## config.mk

```make
export PLATFORM = sky130hd
export DESIGN_NAME = bin_dec_serializer
export DESIGN_NICKNAME = d
export VERILOG_FILES = /design/src/rtl/bdc_pkg.sv /design/src/rtl/bdc_weight_sel.sv /design/src/rtl/bdc_step.sv /design/src/rtl/bdc_out_reg.sv /design/src/rtl/bin_dec_serializer.sv
export SDC_FILE = /design/constraint.sdc
export NUM_CORES = 1
export LEC_CHECK = 0
export BUFFER_PORTS_ARGS = -buffer_cell sky130_fd_sc_hd__buf_2
export CAP_MARGIN = 10
export CORE_MARGIN = 10
export CORE_UTILIZATION = 45
export CTS_CLUSTER_SIZE = 14
export DETAILED_ROUTE_END_ITERATION = 16
export PLACE_DENSITY = 0.65
export SLEW_MARGIN = 20
export SYNTH_ARGS = -nofsm -noshare
export SYNTH_HDL_FRONTEND = slang
export SYNTH_SLANG_ARGS = --single-unit
```

## constraint.sdc

```tcl
create_clock -name clk -period 3 [get_ports clk]
set_input_delay 0.45 -clock clk [delete_from_list [all_inputs] [get_ports clk]]
set_output_delay 0.45 -clock clk [all_outputs]
set_load 0.02 [all_outputs]
```

## src/rtl/bdc_pkg.sv

```systemverilog
package bdc_pkg;

  typedef enum logic [1:0] {
    ST_IDLE = 2'd0,
    ST_RUN  = 2'd1,
    ST_DONE = 2'd2
  } bdc_state_e;

  // 10 raised to n, for small n
  function automatic int pow10(input int n);
    int r;
    r = 1;
    for (int i = 0; i < n; i++) r = r * 10;
    return r;
  endfunction

  // number of decimal digits needed for the largest value of w bits
  function automatic int dec_digits(input int w);
    int m;
    int d;
    m = (w >= 31) ? 32'h7fffffff : ((1 << w) - 1);
    d = 0;
    while (m > 0) begin
      m = m / 10;
      d = d + 1;
    end
    return (d < 1) ? 1 : d;
  endfunction

endpackage

```

## src/rtl/bdc_weight_sel.sv

```systemverilog
module bdc_weight_sel #(
  parameter int VAL_W   = 8,
  parameter int NUM_DIG = 3,
  parameter int IDX_W   = 2
) (
  input  logic [IDX_W-1:0] idx_i,
  output logic [VAL_W-1:0] weight_o
);
  import bdc_pkg::*;

  localparam int TBL_N = 1 << IDX_W;

  logic [VAL_W-1:0] tbl [TBL_N];

  // index 0 selects the most significant decade
  for (genvar g = 0; g < TBL_N; g++) begin : g_w
    if (g < NUM_DIG) begin : g_real
      assign tbl[g] = VAL_W'(pow10(NUM_DIG - 1 - g));
    end else begin : g_pad
      assign tbl[g] = VAL_W'(1);
    end
  end

  assign weight_o = tbl[idx_i];

endmodule

```

## src/rtl/bdc_step.sv

```systemverilog
module bdc_step #(
  parameter int VAL_W = 8
) (
  input  logic [VAL_W-1:0] work_i,
  input  logic [VAL_W-1:0] weight_i,
  output logic             can_sub_o,
  output logic [VAL_W-1:0] work_sub_o
);
  always_comb begin
    can_sub_o  = (work_i >= weight_i);
    work_sub_o = work_i - weight_i;
  end
endmodule

```

## src/rtl/bdc_out_reg.sv

```systemverilog
module bdc_out_reg #(
  parameter int DIG_W = 4
) (
  input  logic             clk,
  input  logic             rst,
  input  logic             clear_i,
  input  logic             emit_i,
  input  logic             emit_last_i,
  input  logic [DIG_W-1:0] emit_digit_i,
  output logic [DIG_W-1:0] digit_o,
  output logic             digit_stb_o,
  output logic             done_o
);

  always_ff @(posedge clk) begin
    if (rst || clear_i) begin
      digit_o     <= '0;
      digit_stb_o <= 1'b0;
      done_o      <= 1'b0;
    end else begin
      digit_stb_o <= emit_i;
      if (emit_i) begin
        digit_o <= emit_digit_i;
        if (emit_last_i) done_o <= 1'b1;
      end
    end
  end

  logic past_ok;
  always_ff @(posedge clk) begin
    if (rst) past_ok <= 1'b0;
    else     past_ok <= 1'b1;
  end

  p_clear_after_start_r2: assert property (@(posedge clk) disable iff (rst)
    clear_i |=> (digit_o == '0 && !digit_stb_o && !done_o));

  p_single_strobe_r3: assert property (@(posedge clk) disable iff (rst)
    digit_stb_o |=> !digit_stb_o);

  p_digit_hold_r4: assert property (@(posedge clk) disable iff (rst)
    (past_ok && !$past(clear_i) && !digit_stb_o) |-> $stable(digit_o));

  p_digit_range_r5: assert property (@(posedge clk) disable iff (rst)
    digit_stb_o |-> (digit_o <= DIG_W'(9)));

  p_done_sticky_r7: assert property (@(posedge clk) disable iff (rst)
    (done_o && !clear_i) |=> (done_o && !digit_stb_o));

endmodule

```

## src/rtl/bin_dec_serializer.sv

```systemverilog
module bin_dec_serializer #(
  parameter int VAL_W = 8,
  parameter int DIG_W = 4
) (
  input  logic             clk,
  input  logic             rst,
  input  logic             start_i,
  input  logic [VAL_W-1:0] value_i,
  output logic [DIG_W-1:0] digit_o,
  output logic             digit_stb_o,
  output logic             done_o
);
  import bdc_pkg::*;

  localparam int NUM_DIG = dec_digits(VAL_W);
  localparam int IDX_W   = (NUM_DIG > 1) ? $clog2(NUM_DIG) : 1;
  localparam int LAST    = NUM_DIG - 1;
  localparam int MAX_LAT = 11 * NUM_DIG;
  localparam int LAT_W   = $clog2(MAX_LAT + 2);

  bdc_state_e       state_q;
  logic [VAL_W-1:0] work_q;
  logic [DIG_W-1:0] count_q;
  logic [IDX_W-1:0] idx_q;

  logic [VAL_W-1:0] weight;
  logic             can_sub;
  logic [VAL_W-1:0] work_sub;
  logic             is_last;
  logic             do_sub;
  logic             emit;
  logic [DIG_W-1:0] emit_digit;

  bdc_weight_sel #(.VAL_W(VAL_W), .NUM_DIG(NUM_DIG), .IDX_W(IDX_W)) u_wsel (
    .idx_i    (idx_q),
    .weight_o (weight)
  );

  bdc_step #(.VAL_W(VAL_W)) u_step (
    .work_i     (work_q),
    .weight_i   (weight),
    .can_sub_o  (can_sub),
    .work_sub_o (work_sub)
  );

  always_comb begin
    is_last    = (idx_q == IDX_W'(LAST));
    do_sub     = (state_q == ST_RUN) && !start_i && !is_last && can_sub;
    // a digit may leave only when the previous strobe has dropped
    emit       = (state_q == ST_RUN) && !start_i && !do_sub && !digit_stb_o;
    emit_digit = is_last ? work_q[DIG_W-1:0] : count_q;
  end

  always_ff @(posedge clk) begin
    if (rst) begin
      state_q <= ST_IDLE;
      work_q  <= '0;
      count_q <= '0;
      idx_q   <= '0;
    end else if (start_i) begin
      state_q <= ST_RUN;
      work_q  <= value_i;
      count_q <= '0;
      idx_q   <= '0;
    end else if (do_sub) begin
      work_q  <= work_sub;
      count_q <= count_q + DIG_W'(1);
    end else if (emit) begin
      count_q <= '0;
      if (is_last) state_q <= ST_DONE;
      else         idx_q   <= idx_q + IDX_W'(1);
    end
  end

  bdc_out_reg #(.DIG_W(DIG_W)) u_out (
    .clk          (clk),
    .rst          (rst),
    .clear_i      (start_i),
    .emit_i       (emit),
    .emit_last_i  (is_last),
    .emit_digit_i (emit_digit),
    .digit_o      (digit_o),
    .digit_stb_o  (digit_stb_o),
    .done_o       (done_o)
  );

  // cycles spent converting since the last start
  logic [LAT_W-1:0] lat_q;
  always_ff @(posedge clk) begin
    if (rst || start_i)            lat_q <= '0;
    else if (state_q == ST_RUN)    lat_q <= lat_q + LAT_W'(1);
  end

  p_no_early_done_r6: assert property (@(posedge clk) disable iff (rst)
    (state_q == ST_RUN) |-> !done_o);

  p_latency_bound_r10: assert property (@(posedge clk) disable iff (rst)
    lat_q <= LAT_W'(MAX_LAT));

  p_reset_quiet_r9: assert property (@(posedge clk)
    rst |=> (!digit_stb_o && !done_o && digit_o == '0));

endmodule

```

# Word-level counts from Yosys, hierarchy flattened
# Index checks and enable logic that the tools add are counted.
# word_totals
reg_bits	22
input_bits	11
out_inout_bits	6
word_cells	50
# op_classes
addsub	3
order_cmp	2
eq_ne	3
n_mux	12
n_bitwise	3
n_reduce_logical	19
# op_table
cell	n
$mux 8	4
$bmux 8 s2	1
$mux 4	3
$reduce_and 3->1	3
$ge 8x8->1	1
$reduce_bool 2->1	4
$sub 8x8->8	1
$logic_and 1x1->1	5
$add 4x1->4 const B	1
$logic_not 1->1	4
$mux 1	4
$ge 3x3->1 const B	1
$not 2->3	1
$add 2x1->2 const B	1
$eq 2x1->1 const B	1
$eq 2x2->1 const B	1
$ne 2x2->1 const B	1
$not 1->1	2
$reduce_and 2->1	1
$reduce_or 2->1	1
$logic_or 1x1->1	1

# Longest topological paths before layout
# depth
word_depth	12
ltp_mapped	10

# Cells and area by module
# A second synthesis with hierarchy kept.
# unflattened
hier_cells	180
area_unflattened_um2	1476.4
# by_module_without_submodules
module	n_inst	cells_each	area_per_inst_um2	seq_area_each_um2
bin_dec_serializer	1	97	820.8	320.3
bdc_step	1	53	381.6	0.0
bdc_out_reg	1	21	207.7	120.1
bdc_weight_sel	1	9	66.3	0.0

# Least setup slack after synthesis
# OpenSTA, ideal clock, no wires.
# synth_timing
path_type	register to register
start	register idx_q[1]
end	register count_q[2]
arrival_ns	2.083
required_ns	2.921
path_slack_ns	0.838
stages_incl_launch_ff	10
n_path_buf	0
synth_period_minus_slack_ns	2.162
path_cell_list	dfxtp_1 -> inv_1 -> ha_1 -> inv_1 -> ha_1 -> a211oi_2 -> a31oi_1 -> o21ai_2 -> mux2_2 -> a211oi_2
# synth_via
elab_chain_cells	10
# synth_rtl
item	line	source
from (decl)	bin_dec_serializer.sv:24	logic [IDX_W-1:0] idx_q;
from (signal assigned)	bin_dec_serializer.sv:71	else idx_q <= idx_q + IDX_W'(1);
$not 2->3 (not written as such)	bdc_weight_sel.sv:24	assign weight_o = tbl[idx_i];
$bmux 8 s2	bdc_weight_sel.sv:24	
$mux 8 (not written as such) (2 in a row)	bdc_weight_sel.sv:24	
$ge 8x8->1	bdc_step.sv:10	can_sub_o = (work_i >= weight_i);
$logic_and 1x1->1 *	bin_dec_serializer.sv:48	do_sub = (state_q == ST_RUN) && !start_i && !is_last && can_sub;
$logic_not 1->1	bin_dec_serializer.sv:50	emit = (state_q == ST_RUN) && !start_i && !do_sub && !digit_stb_o;
$logic_and 1x1->1 (2 in a row)	bin_dec_serializer.sv:50	
$reduce_bool 2->1 (no line)	n/a	
to (signal assigned)	bin_dec_serializer.sv:67	count_q <= count_q + DIG_W'(1);
to (decl)	bin_dec_serializer.sv:23	logic [DIG_W-1:0] count_q;
# Mark *: on every way between the ends. The rest lies on a longest branch, timed or not. The select of a mux whose other input is x is not followed.
# A chain may end at the register's enable or synchronous reset.

# Final worst setup path
# layout_timing
start	register idx_q[1]
end	register u_out.digit_o[2]
# layout_via
elab_chain_cells	9
# layout_rtl
item	line	source
$not 2->3 (not written as such)	bdc_weight_sel.sv:24	
$bmux 8 s2	bdc_weight_sel.sv:24	
$mux 8 (not written as such) (2 in a row)	bdc_weight_sel.sv:24	
$ge 8x8->1	bdc_step.sv:10	
$logic_and 1x1->1	bin_dec_serializer.sv:48	
$logic_not 1->1	bin_dec_serializer.sv:50	
$logic_and 1x1->1 (2 in a row)	bin_dec_serializer.sv:50	
to (signal assigned)	bdc_out_reg.sv:23	digit_o <= emit_digit_i;
to (decl)	bdc_out_reg.sv:10	output logic [DIG_W-1:0] digit_o,
# Parallel ways exist; a longest one is shown, timed or not. The select of a mux whose other input is x is not followed.

==> flow_summary_export.csv <==
group,metric,value,unit
critical_path,rr_worst_depth,10,
synth,async_flop_share,0,
critical_path,crit_path_cell_trace,"inv_1 > ha_1 > inv_1 > ha_1 > a211oi_2 > a31oi_1 > o21ai_2 > buf_4 > nand4b_1 > a31oi_1",
global_route,antenna_found_initial,0,
die,die_area,5460,sq um
placed_design,gp_congestion,0.899,
timing,whs,0.393,ns
global_route,grt_start_max_net_pins,18,
critical_path,cp-start-kind,"flip-flop",
route,via_per_inst,5.83,
global_route,grt_usage,0.121,
critical_path,cp.required,3.23,ns
final_layout,drive_gt1_frac,0.163,
timing,skew,0.00549,ns
synth,synthCells,154,
final_layout,areaGrowthSynthToFinish,8.71,%
timing,clock.fmax,397,MHz
clock_tree,ctsResizeCount,0,
power_and_ir_drop,leakagePower,0.547,nW
synth,syn_area,1310,sq um
clock_tree,numCtsBuffers,3,
synth,ys_warn_count,0,
timing,rsz0062_at_grt,"false",
synth,synth-edff-count,0,
status,status,"finished, final reports clean",
final_layout,antennaDiodeCount,0,
timing,fin_crit,2.52,ns
die,die_y,73.9,microns
timing,slew_headroom,0.610,
synth,synth.ff_latch_count,22,
worst_hold_path,min_path_cells,3,
clock_tree,post_cts_buffers,0,
final_layout,final_common_cell,"dfxtp_1",
global_route,overflow,0,
synth,syn_nets,176,
global_route,grt_pass1_vias,1139,
flow_run,maxCapViolCount,0,
route,ant_nets,0,
power_and_ir_drop,p_per_area,377,nW/um^2
die,rows,19,
critical_path,r2r_slack,0.48,ns
die,start_util,0.474,
final_layout,fin_nets,190,
critical_path,slowest_stage,"dfxtp_1",
route,drt_wl_total,3190,microns
clock_tree,cts-root-buf,"clkbuf_4",
synth,synth_ff_type,"dfxtp_1",
critical_path,cp_num_buf_inv,3,
synth,ys_types,43,
critical_path,path_max_fanout,17,
timing,tightest_slew,0.583,ns
critical_path,crit_family,"compound AO/OA/AOI/OAI gates",
clock_tree,clkLatencyLatePin,0.31,ns
worst_hold_path,hp-class,"in2reg",
critical_path,critical_path.endpoint_type,"flip-flop",
global_route,grt_pass1_wl,5380,microns
timing,setup_viol,0,
timing,fin_tns_setup,0,ns
placed_design,hpwl,2360,microns
placed_design,port_buffers,16,
critical_path,slowest_delay,0.39,ns
clock_tree,cts_max_path_buffers,2,
clock_tree,path_clk_slew,0.12,ns
clock_tree,clock-sinks,22,
synth,synth_area_per_cell,8.49,sq um
critical_path,crit_type,"reg2reg",
timing,fin_crit_sh,0.840,
route,firstDrtPassIters,4,
route,wl_per_cell,16.2,microns
clock_tree,cts_tree,"done",
final_layout,final_cell_mix,"dfxtp_1, buf_2, nand2_1, nand3_1",
timing,hold_viol_final,0,
route,post-route-drc-count,0,
synth,synth-seq-area-share,0.337,
die,core_area,2760,sq um
route,via_count,1149,
clock_tree,cts_hold_buf,0,
critical_path,cp.depth,10,
critical_path,crit_arrival,2.75,ns
timing,drv_slew,0,
die,ios,17,
clock_tree,htree_levels,1,
power_and_ir_drop,ir_drop,322,uV
die,die_w,73.9,microns
route,drt_iter0_drc,66,
## per-stage QoR
step                cells  worst slack (ns)  utilization  cell area [sq um]  total power [W]
floorplan             154             0.838            -               1310         0.000382
global placement      194             0.619        0.507               1400         0.000404
detailed placement    194             0.520        0.507               1400         0.000405
CTS                   197             0.493        0.515               1420         0.000539
global route          197             0.194        0.515               1420         0.000558
finish                197             0.481        0.515               1420         0.000535
## path summary, 6_finish.rpt
| check | startpoint | endpoint |
|---|---|---|
| max | idx_q[1]$_SDFFE_PP0P_ | u_out.digit_o[2]$_SDFFE_PP0P_ |
| min | value_i[7] | work_q[7]$_SDFFE_PP0P_ |
| max reg2reg | idx_q[1]$_SDFFE_PP0P_ | u_out.digit_o[2]$_SDFFE_PP0P_ |
| min reg2reg | u_out.done_o$_SDFFE_PP0P_ | u_out.done_o$_SDFFE_PP0P_ |
## where the power goes
group | total [W] | internal, W | switching (W)
clock network | 0.000135 | 0.0000469 | 0.0000880
logic | 0.0000915 | 0.0000380 | 0.0000535
registers | 0.000309 | 0.000301 | 0.00000793
total | 0.000535 | 0.000386 | 0.000149
## synth_stat cells, types with 3 or more instances
cell type / number / area (sq um)
clkbuf_1: 3 / 11.3
inv_1: 8 / 30.0
nand4_1: 3 / 18.8
a21oi_1: 10 / 50.1
nand2_1: 14 / 52.6
buf_2: 4 / 20.0
o21a_1: 3 / 22.5
nor2_1: 7 / 26.3
a31oi_1: 9 / 56.3
nand4b_1: 4 / 35.0
o21ai_0: 6 / 30.0
ha_1: 10 / 125
nand2b_1: 3 / 18.8
nand3_1: 14 / 70.1
dfxtp_1: 22 / 440
## routing by layer
layer  wire (microns)  vias up  track usage
met5                0        -            0
met4               26        0       0.0331
met3              194        4       0.0431
met2             1450       22        0.186
met1             1520      527        0.157
li1                 -      596            -
## flip-flops by register name (all words and copies together), names as in the netlist
signal             flops
work_q                 8
count_q                4
u_out.digit_o          4
idx_q                  2
state_q                2
u_out.digit_stb_o      1
u_out.done_o           1
## logic make-up (layout without fill, tap and decap cells)
group                      after synthesis  count (layout)  share of synthesized area
buffers and inverters                   17              29                     0.0526
muxes                                    1               1                    0.00861
AOI/OAI and AO/OA                       44              44                      0.233
DFF                                     22              22                      0.337
and+or+nand+nor                         57              57                      0.245
xor gates and xnor gates                 2               2                     0.0134
adders and majority gates               11              11                      0.111
## area by class of cell
| type | instances | area, sq um |
|---|---|---|
| clock buffers | 3 | 22.5 |
| fillers | 279 | 1340 |
| inverters | 9 | 33.8 |
| multi-input cells | 115 | 798 |
| flip-flops and latches | 22 | 440 |
| well taps | 31 | 38.8 |
| repair buffers | 17 | 87.6 |
## worst min-delay path, cell delays in order
cell and delay (ns):
buf_2 0.08, nand3_1 0.07, o211ai_1 0.08
Power figures use the tool's default switching activity.
